==> config.mk <==
export PLATFORM = sky130hd
export DESIGN_NAME = dec_next_pc
export DESIGN_NICKNAME = d
export VERILOG_FILES = /design/src/rtl/dpc_pkg.sv /design/src/rtl/dpc_bcd_add.sv /design/src/rtl/dpc_dec_cmp.sv /design/src/rtl/dpc_offset_ext.sv /design/src/rtl/dpc_next_calc.sv /design/src/rtl/dec_next_pc.sv
export SDC_FILE = /design/constraint.sdc
export NUM_CORES = 1
export LEC_CHECK = 0
export ABC_CLOCK_PERIOD_IN_PS = 2800
export BUFFER_PORTS_ARGS = -buffer_cell sky130_fd_sc_hd__buf_2
export CAP_MARGIN = 20
export CORE_MARGIN = 1
export CORE_UTILIZATION = 50
export CTS_BUF_LIST = sky130_fd_sc_hd__clkbuf_4 sky130_fd_sc_hd__clkbuf_8
export CTS_CLUSTER_DIAMETER = 40
export DETAILED_ROUTE_END_ITERATION = 8
export PLACE_DENSITY = 0.75
export SLEW_MARGIN = 20
export SYNTH_ARGS = -nofsm -noshare
export SYNTH_HDL_FRONTEND = slang
export SYNTH_SLANG_ARGS = --single-unit
export TNS_END_PERCENT = 50
==> constraint.sdc <==
create_clock -name clk -period 2.8 [get_ports clk]
set_input_delay 0.28 -clock clk [delete_from_list [all_inputs] [get_ports clk]]
set_output_delay 0.28 -clock clk [all_outputs]
set_load 0.05 [all_outputs]
==> src/rtl/dpc_pkg.sv <==
package dpc_pkg;

  localparam int unsigned DIGIT_W = 4;

  typedef enum logic [1:0] {
    OPC_STEP   = 2'd0,
    OPC_BRANCH = 2'd1,
    OPC_JUMP   = 2'd2,
    OPC_RSVD   = 2'd3
  } opc_e;

  typedef enum logic [1:0] {
    CND_EQ   = 2'd0,
    CND_GT   = 2'd1,
    CND_LT   = 2'd2,
    CND_NONE = 2'd3
  } cnd_e;

  // Lowest digit value that marks a ten's-complement negative.
  localparam logic [DIGIT_W-1:0] NEG_DIGIT_MIN = 4'd5;
  localparam logic [DIGIT_W-1:0] DIGIT_MAX     = 4'd9;

endpackage

==> src/rtl/dpc_bcd_add.sv <==
// Ripple adder over DIGITS packed BCD digits; the carry out of the top digit
// is dropped so the sum wraps modulo 10**DIGITS.
module dpc_bcd_add
  import dpc_pkg::*;
#(
  parameter int unsigned DIGITS = 4
) (
  input  logic [DIGITS*DIGIT_W-1:0] a_i,
  input  logic [DIGITS*DIGIT_W-1:0] b_i,
  input  logic                      cin_i,
  output logic [DIGITS*DIGIT_W-1:0] sum_o
);

  localparam int unsigned RAW_W = DIGIT_W + 1;

  logic [RAW_W-1:0] raw [DIGITS];

  for (genvar g = 0; g < DIGITS; g++) begin : g_digit
    logic             c_in;
    logic [RAW_W-1:0] fixed;

    if (g == 0) begin : g_first
      assign c_in = cin_i;
    end else begin : g_rest
      assign c_in = (raw[g-1] > RAW_W'(DIGIT_MAX));
    end

    always_comb begin
      raw[g] = {1'b0, a_i[g*DIGIT_W +: DIGIT_W]}
             + {1'b0, b_i[g*DIGIT_W +: DIGIT_W]}
             + {{(RAW_W-1){1'b0}}, c_in};
      if (raw[g] > RAW_W'(DIGIT_MAX)) begin
        fixed = raw[g] - RAW_W'(10);
      end else begin
        fixed = raw[g];
      end
    end

    assign sum_o[g*DIGIT_W +: DIGIT_W] = fixed[DIGIT_W-1:0];
  end

endmodule

==> src/rtl/dpc_dec_cmp.sv <==
// Signed ten's-complement comparison of two BCD words.
module dpc_dec_cmp
  import dpc_pkg::*;
#(
  parameter int unsigned DIGITS = 4
) (
  input  logic [DIGITS*DIGIT_W-1:0] a_i,
  input  logic [DIGITS*DIGIT_W-1:0] b_i,
  output logic                      eq_o,
  output logic                      gt_o,
  output logic                      lt_o
);

  localparam int unsigned W = DIGITS * DIGIT_W;

  logic neg_a;
  logic neg_b;
  logic mag_gt;
  logic mag_lt;

  // Valid BCD orders the same way as its binary reading, digit by digit.
  assign neg_a  = (a_i[W-1 -: DIGIT_W] >= NEG_DIGIT_MIN);
  assign neg_b  = (b_i[W-1 -: DIGIT_W] >= NEG_DIGIT_MIN);
  assign mag_gt = (a_i > b_i);
  assign mag_lt = (a_i < b_i);

  always_comb begin
    eq_o = (a_i == b_i);
    if (neg_a != neg_b) begin
      gt_o = neg_b;
      lt_o = neg_a;
    end else begin
      gt_o = mag_gt;
      lt_o = mag_lt;
    end
  end

endmodule

==> src/rtl/dpc_offset_ext.sv <==
// Widens one signed offset digit to a ten's-complement word.
module dpc_offset_ext
  import dpc_pkg::*;
#(
  parameter int unsigned DIGITS = 4
) (
  input  logic [DIGIT_W-1:0]        digit_i,
  output logic [DIGITS*DIGIT_W-1:0] word_o
);

  logic negative;

  assign negative = (digit_i >= NEG_DIGIT_MIN);
  assign word_o[DIGIT_W-1:0] = digit_i;

  for (genvar g = 1; g < DIGITS; g++) begin : g_fill
    assign word_o[g*DIGIT_W +: DIGIT_W] = negative ? DIGIT_MAX : '0;
  end

endmodule

==> src/rtl/dpc_next_calc.sv <==
// Combinational next-state logic: three decimal adders, the compare and the
// path selection.
module dpc_next_calc
  import dpc_pkg::*;
#(
  parameter int unsigned DIGITS     = 4,
  parameter int unsigned IMM_DIGITS = 2,
  parameter int unsigned IDX_W      = 4
) (
  input  logic [DIGITS*DIGIT_W-1:0]     pc_i,
  input  logic [1:0]                    op_i,
  input  logic [1:0]                    cond_i,
  input  logic [DIGITS*DIGIT_W-1:0]     ra_i,
  input  logic [DIGITS*DIGIT_W-1:0]     rb_i,
  input  logic [IMM_DIGITS*DIGIT_W-1:0] imm_i,
  input  logic [IDX_W-1:0]              link_idx_i,
  output logic [DIGITS*DIGIT_W-1:0]     npc_o,
  output logic                          taken_o,
  output logic [DIGITS*DIGIT_W-1:0]     link_val_o,
  output logic                          link_we_o
);

  localparam int unsigned W  = DIGITS * DIGIT_W;
  localparam int unsigned IW = IMM_DIGITS * DIGIT_W;

  logic [W-1:0] seq_pc;
  logic [W-1:0] rel_off;
  logic [W-1:0] rel_pc;
  logic [W-1:0] imm_word;
  logic [W-1:0] abs_pc;
  logic         is_eq;
  logic         is_gt;
  logic         is_lt;
  logic         cond_ok;
  opc_e         opc;
  cnd_e         cnd;

  assign opc = opc_e'(op_i);
  assign cnd = cnd_e'(cond_i);

  if (IW < W) begin : g_imm_pad
    assign imm_word = {{(W-IW){1'b0}}, imm_i};
  end else begin : g_imm_full
    assign imm_word = imm_i[W-1:0];
  end

  dpc_bcd_add #(.DIGITS(DIGITS)) u_seq_add (
    .a_i   (pc_i),
    .b_i   ('0),
    .cin_i (1'b1),
    .sum_o (seq_pc)
  );

  dpc_offset_ext #(.DIGITS(DIGITS)) u_off_ext (
    .digit_i (imm_i[DIGIT_W-1:0]),
    .word_o  (rel_off)
  );

  dpc_bcd_add #(.DIGITS(DIGITS)) u_rel_add (
    .a_i   (pc_i),
    .b_i   (rel_off),
    .cin_i (1'b0),
    .sum_o (rel_pc)
  );

  dpc_bcd_add #(.DIGITS(DIGITS)) u_abs_add (
    .a_i   (ra_i),
    .b_i   (imm_word),
    .cin_i (1'b0),
    .sum_o (abs_pc)
  );

  dpc_dec_cmp #(.DIGITS(DIGITS)) u_cmp (
    .a_i  (ra_i),
    .b_i  (rb_i),
    .eq_o (is_eq),
    .gt_o (is_gt),
    .lt_o (is_lt)
  );

  always_comb begin
    unique case (cnd)
      CND_EQ:  cond_ok = is_eq;
      CND_GT:  cond_ok = is_gt;
      CND_LT:  cond_ok = is_lt;
      default: cond_ok = 1'b0;
    endcase
  end

  always_comb begin
    npc_o      = seq_pc;
    taken_o    = 1'b0;
    link_we_o  = 1'b0;
    link_val_o = seq_pc;
    unique case (opc)
      OPC_BRANCH: begin
        if (cond_ok) begin
          npc_o   = rel_pc;
          taken_o = 1'b1;
        end
      end
      OPC_JUMP: begin
        npc_o     = abs_pc;
        taken_o   = 1'b1;
        link_we_o = (link_idx_i != '0);
      end
      default: begin
        npc_o   = seq_pc;
        taken_o = 1'b0;
      end
    endcase
  end

endmodule

==> src/rtl/dec_next_pc.sv <==
module dec_next_pc
  import dpc_pkg::*;
#(
  parameter int unsigned DIGITS      = 4,
  parameter int unsigned IMM_DIGITS  = 2,
  parameter int unsigned IDX_W       = 4,
  parameter int unsigned SYNC_STAGES = 2
) (
  input  logic                          clk,
  input  logic                          rst_n,
  input  logic [DIGITS*DIGIT_W-1:0]     pc_i,
  input  logic [1:0]                    op_i,
  input  logic [1:0]                    cond_i,
  input  logic [DIGITS*DIGIT_W-1:0]     ra_val_i,
  input  logic [DIGITS*DIGIT_W-1:0]     rb_val_i,
  input  logic [IMM_DIGITS*DIGIT_W-1:0] imm_i,
  input  logic [IDX_W-1:0]              link_idx_i,
  output logic [DIGITS*DIGIT_W-1:0]     npc_o,
  output logic                          taken_o,
  output logic [DIGITS*DIGIT_W-1:0]     link_val_o,
  output logic                          link_we_o
);

  localparam int unsigned W = DIGITS * DIGIT_W;

  // Reset: asserted asynchronously, released after SYNC_STAGES edges.
  logic [SYNC_STAGES-1:0] rst_pipe_q;
  logic [SYNC_STAGES-1:0] rst_pipe_d;
  logic                   rst_core_n;

  if (SYNC_STAGES > 1) begin : g_sync_multi
    assign rst_pipe_d = {rst_pipe_q[SYNC_STAGES-2:0], 1'b1};
  end else begin : g_sync_one
    assign rst_pipe_d = 1'b1;
  end

  always_ff @(posedge clk or negedge rst_n) begin
    if (!rst_n) begin
      rst_pipe_q <= '0;
    end else begin
      rst_pipe_q <= rst_pipe_d;
    end
  end

  assign rst_core_n = rst_pipe_q[SYNC_STAGES-1];

  // Next state.
  logic [W-1:0] npc_d;
  logic         taken_d;
  logic [W-1:0] link_val_d;
  logic         link_we_d;

  dpc_next_calc #(
    .DIGITS     (DIGITS),
    .IMM_DIGITS (IMM_DIGITS),
    .IDX_W      (IDX_W)
  ) u_calc (
    .pc_i       (pc_i),
    .op_i       (op_i),
    .cond_i     (cond_i),
    .ra_i       (ra_val_i),
    .rb_i       (rb_val_i),
    .imm_i      (imm_i),
    .link_idx_i (link_idx_i),
    .npc_o      (npc_d),
    .taken_o    (taken_d),
    .link_val_o (link_val_d),
    .link_we_o  (link_we_d)
  );

  // Output registers.
  logic [W-1:0] npc_q;
  logic         taken_q;
  logic [W-1:0] link_val_q;
  logic         link_we_q;

  always_ff @(posedge clk or negedge rst_core_n) begin
    if (!rst_core_n) begin
      npc_q      <= '0;
      taken_q    <= 1'b0;
      link_val_q <= '0;
      link_we_q  <= 1'b0;
    end else begin
      npc_q      <= npc_d;
      taken_q    <= taken_d;
      link_val_q <= link_val_d;
      link_we_q  <= link_we_d;
    end
  end

  assign npc_o      = npc_q;
  assign taken_o    = taken_q;
  assign link_val_o = link_val_q;
  assign link_we_o  = link_we_q;

endmodule

==> impl_metrics.py, run 1 <==
metrics = {
    "run_status": {
        "status": "finished with violations",
        "violations": "negative setup slack",
    },
    "timing": {
        "worst_pin_slew_ns": 0.6719,
        "rsz0062_at_grt": "true",
        "fmaxAchievable_mhz": 163.8,
        "min_period_ns": 6.103,
        "hold_violations": 0,
        "slew_headroom_pct": 55.11,
        "drv_slew": 0,
        "finalSetupTns_ns": -35.78,
        "fin_crit_sh_pct": 218.0,
        "finalSetupViolations": 23,
        "worst_slack_ns": -3.303,
        "hold_slack_ns": 0.2455,
        "clock_skew_ns": 0.01118,
    },
    "detailed_routing": {
        "vias": 5261,
        "drt-total-wl_um": 16690,
        "wire_per_inst_um": 19.45,
        "vias_per_cell": 6.132,
        "firstDrtPassIters": 5,
        "drcViolationCount": 0,
        "first_iter_violations": 507,
        "postRouteAntennaNets": 0,
    },
    "die": {
        "rows": 33,
        "core_sq_um": 8217,
        "initial_core_util_pct": 51.80,
        "io-pin-count": 100,
        "die-width_um": 94.27,
        "die_h_um": 94.27,
        "die_area_sq_um": 8886,
    },
    "layout": {
        "layoutNonFillerInstCount": 858,
        "fin_nets": 891,
        "diodes": 0,
        "drive_above_1_share_pct": 50.46,
        "syn_to_final_growth_pct": 65.61,
    },
    "clock_tree": {
        "cts_inserted_buffers": 5,
        "clockRootBuffer": "clkbuf_8",
        "cts.clk_slew.worst_paths_ns": 0.09,
        "cts_buffer_depth": 2,
        "cts_tree": "yes",
        "cts.sinks": 36,
        "clock_latency_ns": 0.30,
        "htree_levels": 2,
    },
    "place": {
        "post-dp-hpwl_um": 10870,
        "place_inst": 822,
        "globalplace.congestion": 0.9091,
        "pre_cts_ws_ns": -3.764,
        "port_buffers": 99,
    },
    "global_route": {
        "grt_pass1_vias": 5479,
        "grtUsageTotal_pct": 36.14,
        "antenna_found_initial": 0,
        "grt-ovfl-total": 0,
        "grt_first_pass_wirelength_um": 24870,
        "grt_max_degree": 35,
    },
    "logic_synthesis": {
        "async_flop_share_pct": 100.0,
        "synth_area_per_cell_sq_um": 8.462,
        "ys.flop_type": "dfrtp_1",
        "ys_types": 67,
        "synth_edf_count": 0,
        "netlist_area_sq_um": 4257,
        "yosys_register_bits": 36,
        "ys_warn_count": 0,
        "synth_nets": 642,
        "yosysSeqAreaShare_pct": 21.16,
        "synthCells": 503,
    },
    "worst_setup_path": {
        "critPathLaunchType": "input pin",
        "crit_path_max_fanout": 4,
        "cp-end-kind": "flop",
        "critPathKind": "input pin to flop",
        "worstPathArrival_ns": 6.28,
        "cp_slowest_cell": "fa_2",
        "crit_top_cell": "ha_4",
        "worst_ep_required_time_ns": 2.98,
        "cp_slowest_stage_delay_ns": 0.41,
        "path_buf_inv": 7,
        "path_delay_family": "adder cells",
    },
    "flow_run": {
        "drv_cap": 0,
    },
    "power_and_ir_drop": {
        "p_leak_nw": 3.348,
        "p_per_area_nw_per_um2": 508.6,
        "vdd_drop_max_uv": 231.9,
    },
    "hold_path": {
        "hp-class": "input pin to flop",
    },
}
==> path summary, 6_finish.rpt <==
check,slack (ns),endpoint,startpoint,cells past startpoint
worst max-delay path,-3.30,npc_o[13]$_DFF_PN0_,imm_i[0],35
worst max register to register,2.17,link_val_o[9]$_DFF_PN0_,rst_pipe_q[1]$_DFF_PN0_,1
min in group asynchronous,0.30,npc_o[3]$_DFF_PN0_,rst_pipe_q[1]$_DFF_PN0_,1
worst min-delay path,0.25,link_we_o$_DFF_PN0_,link_idx_i[2],2
worst min register to register,0.30,npc_o[3]$_DFF_PN0_,rst_pipe_q[1]$_DFF_PN0_,1
max in group asynchronous,2.17,link_val_o[9]$_DFF_PN0_,rst_pipe_q[1]$_DFF_PN0_,1
==> per-layer routing <==
layer / vias up / track usage, % / share of wire (%)
li1: 2343 / - / -
met1: 2479 / 38.13 / 37
met2: 341 / 67.27 / 52
met3: 98 / 5.663 / 6.5
met4: 0 / 20.51 / 5.1
met5: - / 0 / 0
==> cell usage after synthesis (4+ instances only) <==
cell,count,area [sq um]
o21bai_1,4,30.03
nand3b_1,4,30.03
nand2b_1,8,50.05
nand4_1,8,50.05
nor2b_1,7,43.79
ha_1,66,825.8
o22ai_1,4,25.02
a22oi_1,4,30.03
a211oi_1,5,37.54
clkbuf_1,7,26.28
and2_1,4,25.02
a21o_1,4,30.03
o21ai_0,30,150.1
dfrtp_1,36,900.9
nor3_1,5,25.02
nand3_1,23,115.1
inv_1,56,210.2
xnor2_1,19,166.4
mux2i_1,6,60.06
a21boi_0,4,30.03
a21oi_1,39,195.2
nand2_1,33,123.9
nor2_1,18,67.56
xor2_1,12,105.1
a2111oi_0,5,43.79
and3_1,7,43.79
o221ai_1,4,35.03
or3_1,4,25.02
fa_1,7,140.1
o311ai_1,6,52.55
a31oi_1,8,50.05
==> flip-flops by register name (all words and copies together) (netlist names) <==
register and count:
taken_o 1, npc_o 16, link_we_o 1, link_val_o 16, rst_pipe_q 2
==> cells in the final DEF (no fill, tap or decap), types with 4 or more instances in the layout <==
master / n
buf_4: 140
buf_2: 95
inv_1: 44
ha_1: 40
dfrtp_1: 36
nand2_1: 30
a21oi_1: 27
nand3_1: 21
o21ai_0: 21
ha_4: 19
nor2_1: 17
buf_6: 12
a21oi_2: 11
xor2_1: 10
xnor2_1: 9
inv_2: 8
nand2b_1: 8
nand4_1: 8
a31oi_1: 8
xnor2_4: 7
ha_2: 7
and3_1: 6
nor2b_1: 6
mux2i_1: 5
fa_2: 5
clkbuf_8: 5
buf_8: 5
a21o_1: 4
nand3b_1: 4
o21ai_2: 4
o21bai_1: 4
a211oi_1: 4
o311ai_1: 4
a22oi_1: 4
==> report_power, final <==
part           internal, mW  switching [mW]
sequential            0.624          0.0384
combinational          1.05            1.40
clock                 0.264           0.207
total                  1.94            1.65
==> logic make-up after synthesis <==
group	after synthesis	share of synthesized area [%]
buffers and inverters	69	6.614
muxes	9	2.205
adders and majority gates	73	22.69
DFF	36	21.16
AOI/OAI and AO/OA	150	24.16
other	1	0.08810
and+or+nand+nor	134	16.70
xor gates and xnor gates	31	6.379
==> through the flow <==
step / total power [mW] / area (sq um) / util [%]
finish: 3.585 / 7049 / 85.79
global route: 3.738 / 7049 / 85.79
CTS: 3.351 / 6972 / 84.85
detailed placement: 2.670 / 6178 / 75.19
global placement: 2.584 / 6178 / 75.19
floorplan: 1.941 / 4659 / -
==> layout make-up <==
class	count	area (sq um)
well taps	105	131.4
inverters	56	235.2
fillers	440	1167
clock inverters	3	42.54
clock buffers	5	68.82
flip-flops and latches	36	900.9
repair buffers	255	1787
multi-input cells	398	3884
==> what timing repair did <==
action,4_1_cts,5_1_grt
endpoints found under the hold margin,2,0
pin swaps,62,19
endpoints found under the setup margin,23,23
hold buffers,1,0
setup buffers,36,13
gates resized for setup,84,35
Note: power is estimated with default switching activity, not from simulation.
==> run 2: changes to the inputs <==
--- a/config.mk
+++ b/config.mk
@@ -14,6 +14,7 @@
 export CTS_CLUSTER_DIAMETER = 40
 export DETAILED_ROUTE_END_ITERATION = 8
 export PLACE_DENSITY = 0.75
+export SKIP_CTS_REPAIR_TIMING = 1
 export SLEW_MARGIN = 20
 export SYNTH_ARGS = -nofsm -noshare
 export SYNTH_HDL_FRONTEND = slang
==> impl_metrics.py, run 2 (same netlist as run 1, synthesis figures left out) <==
metrics = {
    "run_status": {
        "status": "finished with violations",
        "violations": "negative setup slack",
    },
    "timing": {
        "drv_slew": 0,
        "fmaxAchievable_mhz": 161.6,
        "worst_pin_slew_ns": 0.6978,
        "rsz0062_at_grt": "true",
        "worst_slack_ns": -3.387,
        "slew_headroom_pct": 53.38,
        "min_period_ns": 6.187,
        "hold_violations": 0,
        "finalSetupViolations": 23,
        "fin_crit_sh_pct": 220.9,
        "clock_skew_ns": 0.01123,
    },
    "global_route": {
        "grt_max_degree": 35,
        "grt-ovfl-total": 0,
        "grt_pass1_vias": 4864,
        "grtUsageTotal_pct": 30.02,
        "grt_first_pass_wirelength_um": 21080,
        "antenna_found_initial": 0,
    },
    "clock_tree": {
        "cts_buffer_depth": 2,
        "cts_inserted_buffers": 5,
        "cts_tree": "yes",
        "cts.sinks": 36,
        "cts.clk_slew.worst_paths_ns": 0.08,
        "clock_latency_ns": 0.30,
        "clockRootBuffer": "clkbuf_8",
        "htree_levels": 2,
    },
    "detailed_routing": {
        "drcViolationCount": 0,
        "postRouteAntennaNets": 0,
        "firstDrtPassIters": 6,
        "vias_per_cell": 6.032,
        "wire_per_inst_um": 18.93,
        "vias": 5109,
        "drt-total-wl_um": 16030,
        "first_iter_violations": 482,
    },
    "power_and_ir_drop": {
        "total_power_mw": 3.508,
        "vdd_drop_max_uv": 241.8,
        "p_leak_nw": 3.279,
        "p_per_area_nw_per_um2": 508.3,
    },
    "hold_path": {
        "hp-class": "input pin to flop",
    },
    "layout": {
        "fin_nets": 880,
        "syn_to_final_growth_pct": 62.14,
        "diodes": 0,
        "final_common_cell": "buf_4",
        "most-common-layout-cells": "buf_4, buf_2, inv_1",
        "layoutNonFillerInstCount": 847,
        "drive_above_1_share_pct": 49.33,
    },
    "worst_setup_path": {
        "worstPathArrival_ns": 6.37,
        "worst_ep_required_time_ns": 2.99,
        "cp-end-kind": "flop",
        "crit_top_cell": "ha_4",
        "cp_slowest_stage_delay_ns": 0.40,
        "crit_path_max_fanout": 4,
        "cp_slowest_cell": "fa_2",
        "critPathLaunchType": "input pin",
        "critPathKind": "input pin to flop",
    },
    "die": {
        "die_h_um": 94.27,
        "die_area_sq_um": 8886,
        "io-pin-count": 100,
        "initial_core_util_pct": 51.80,
        "core_sq_um": 8217,
        "die-width_um": 94.27,
        "rows": 33,
    },
    "flow_run": {
        "drv_cap": 0,
    },
    "place": {
        "globalplace.congestion": 0.9091,
        "place_inst": 822,
        "port_buffers": 99,
        "post-dp-hpwl_um": 10870,
        "pre_cts_ws_ns": -3.764,
    },
}
-- run 2: changes by cell type in the layout (fill, tap and decap cells not counted), moves of 2 or more --
| cell | before | now |
|---|---|---|
| o21ai_2 | 4 | 6 |
| a21oi_1 | 27 | 31 |
| nand3_1 | 21 | 23 |
| nand3_2 | 2 | 0 |
| a21oi_2 | 11 | 6 |
| buf_6 | 12 | 4 |
| buf_4 | 140 | 138 |
-- run 2: stage by stage --
| stage | hold slack [ns] | util [%] | setup TNS [ns] | instance area, sq um |
|---|---|---|---|---|
| final | 0.2403 | 84.00 | -37.30 | 6902 |
| after detailed placement | 0.06714 | 75.19 | -48.23 | 6178 |
| after global placement | 0.06609 | 75.19 | -44.91 | 6178 |
| after CTS | -0.2437 | 76.55 | -41.31 | 6290 |
| after global routing | 0.2501 | 84.00 | -40.57 | 6902 |
| after floorplan | -0.01559 | - | -35.79 | 4659 |
-- run 2: layer usage --
layer  up-vias  part of all wire [%]  track usage, %  wire [um]
met5         -                     0               0          0
met4         0                   4.9           9.103        789
met3        86                   6.3           3.964       1017
met2       299                    51           56.70       8153
met1      2416                    38           34.55       6074
li1       2308                     -               -          -
-- run 2: layout make-up --
type / count / area [sq um]
Timing Repair Buffer: 244 / 1667
Clock buffer: 5 / 68.82
Tap cell: 105 / 131.4
Inverter: 56 / 235.2
Sequential cell: 36 / 900.9
Fill cell: 463 / 1315
Multi-Input combinational cell: 398 / 3856
Clock inverter: 3 / 42.54
-- run 2: worst max-delay path, delay by kind of cell --
kind | cells | cell delay (ns)
adders and majority gates | 12 | 2.70
AOI/OAI and AO/OA | 9 | 1.87
xor gates and xnor gates | 5 | 0.85
buffers and inverters | 7 | 0.54
and+or+nand+nor | 2 | 0.12
-- run 2: final timing paths --
kind	endpoint	from	slack [ns]	cells past startpoint
setup / recovery	npc_o[13]$_DFF_PN0_	imm_i[0]	-3.39	35
hold / removal	link_we_o$_DFF_PN0_	link_idx_i[2]	0.24	2
setup reg to reg	link_val_o[11]$_DFF_PN0_	rst_pipe_q[1]$_DFF_PN0_	2.19	1
hold reg to reg	npc_o[0]$_DFF_PN0_	rst_pipe_q[1]$_DFF_PN0_	0.28	1
max in group asynchronous	link_val_o[11]$_DFF_PN0_	rst_pipe_q[1]$_DFF_PN0_	2.19	1
min in group asynchronous	npc_o[0]$_DFF_PN0_	rst_pipe_q[1]$_DFF_PN0_	0.28	1
-- run 2: where the power goes --
group	leakage, nW	switching, mW	total (mW)	internal [mW]
logic	2.78	1.37	2.38	1.01
registers	0.440	0.0355	0.659	0.624
clock network	0.0541	0.205	0.468	0.263
total	3.28	1.61	3.51	1.90
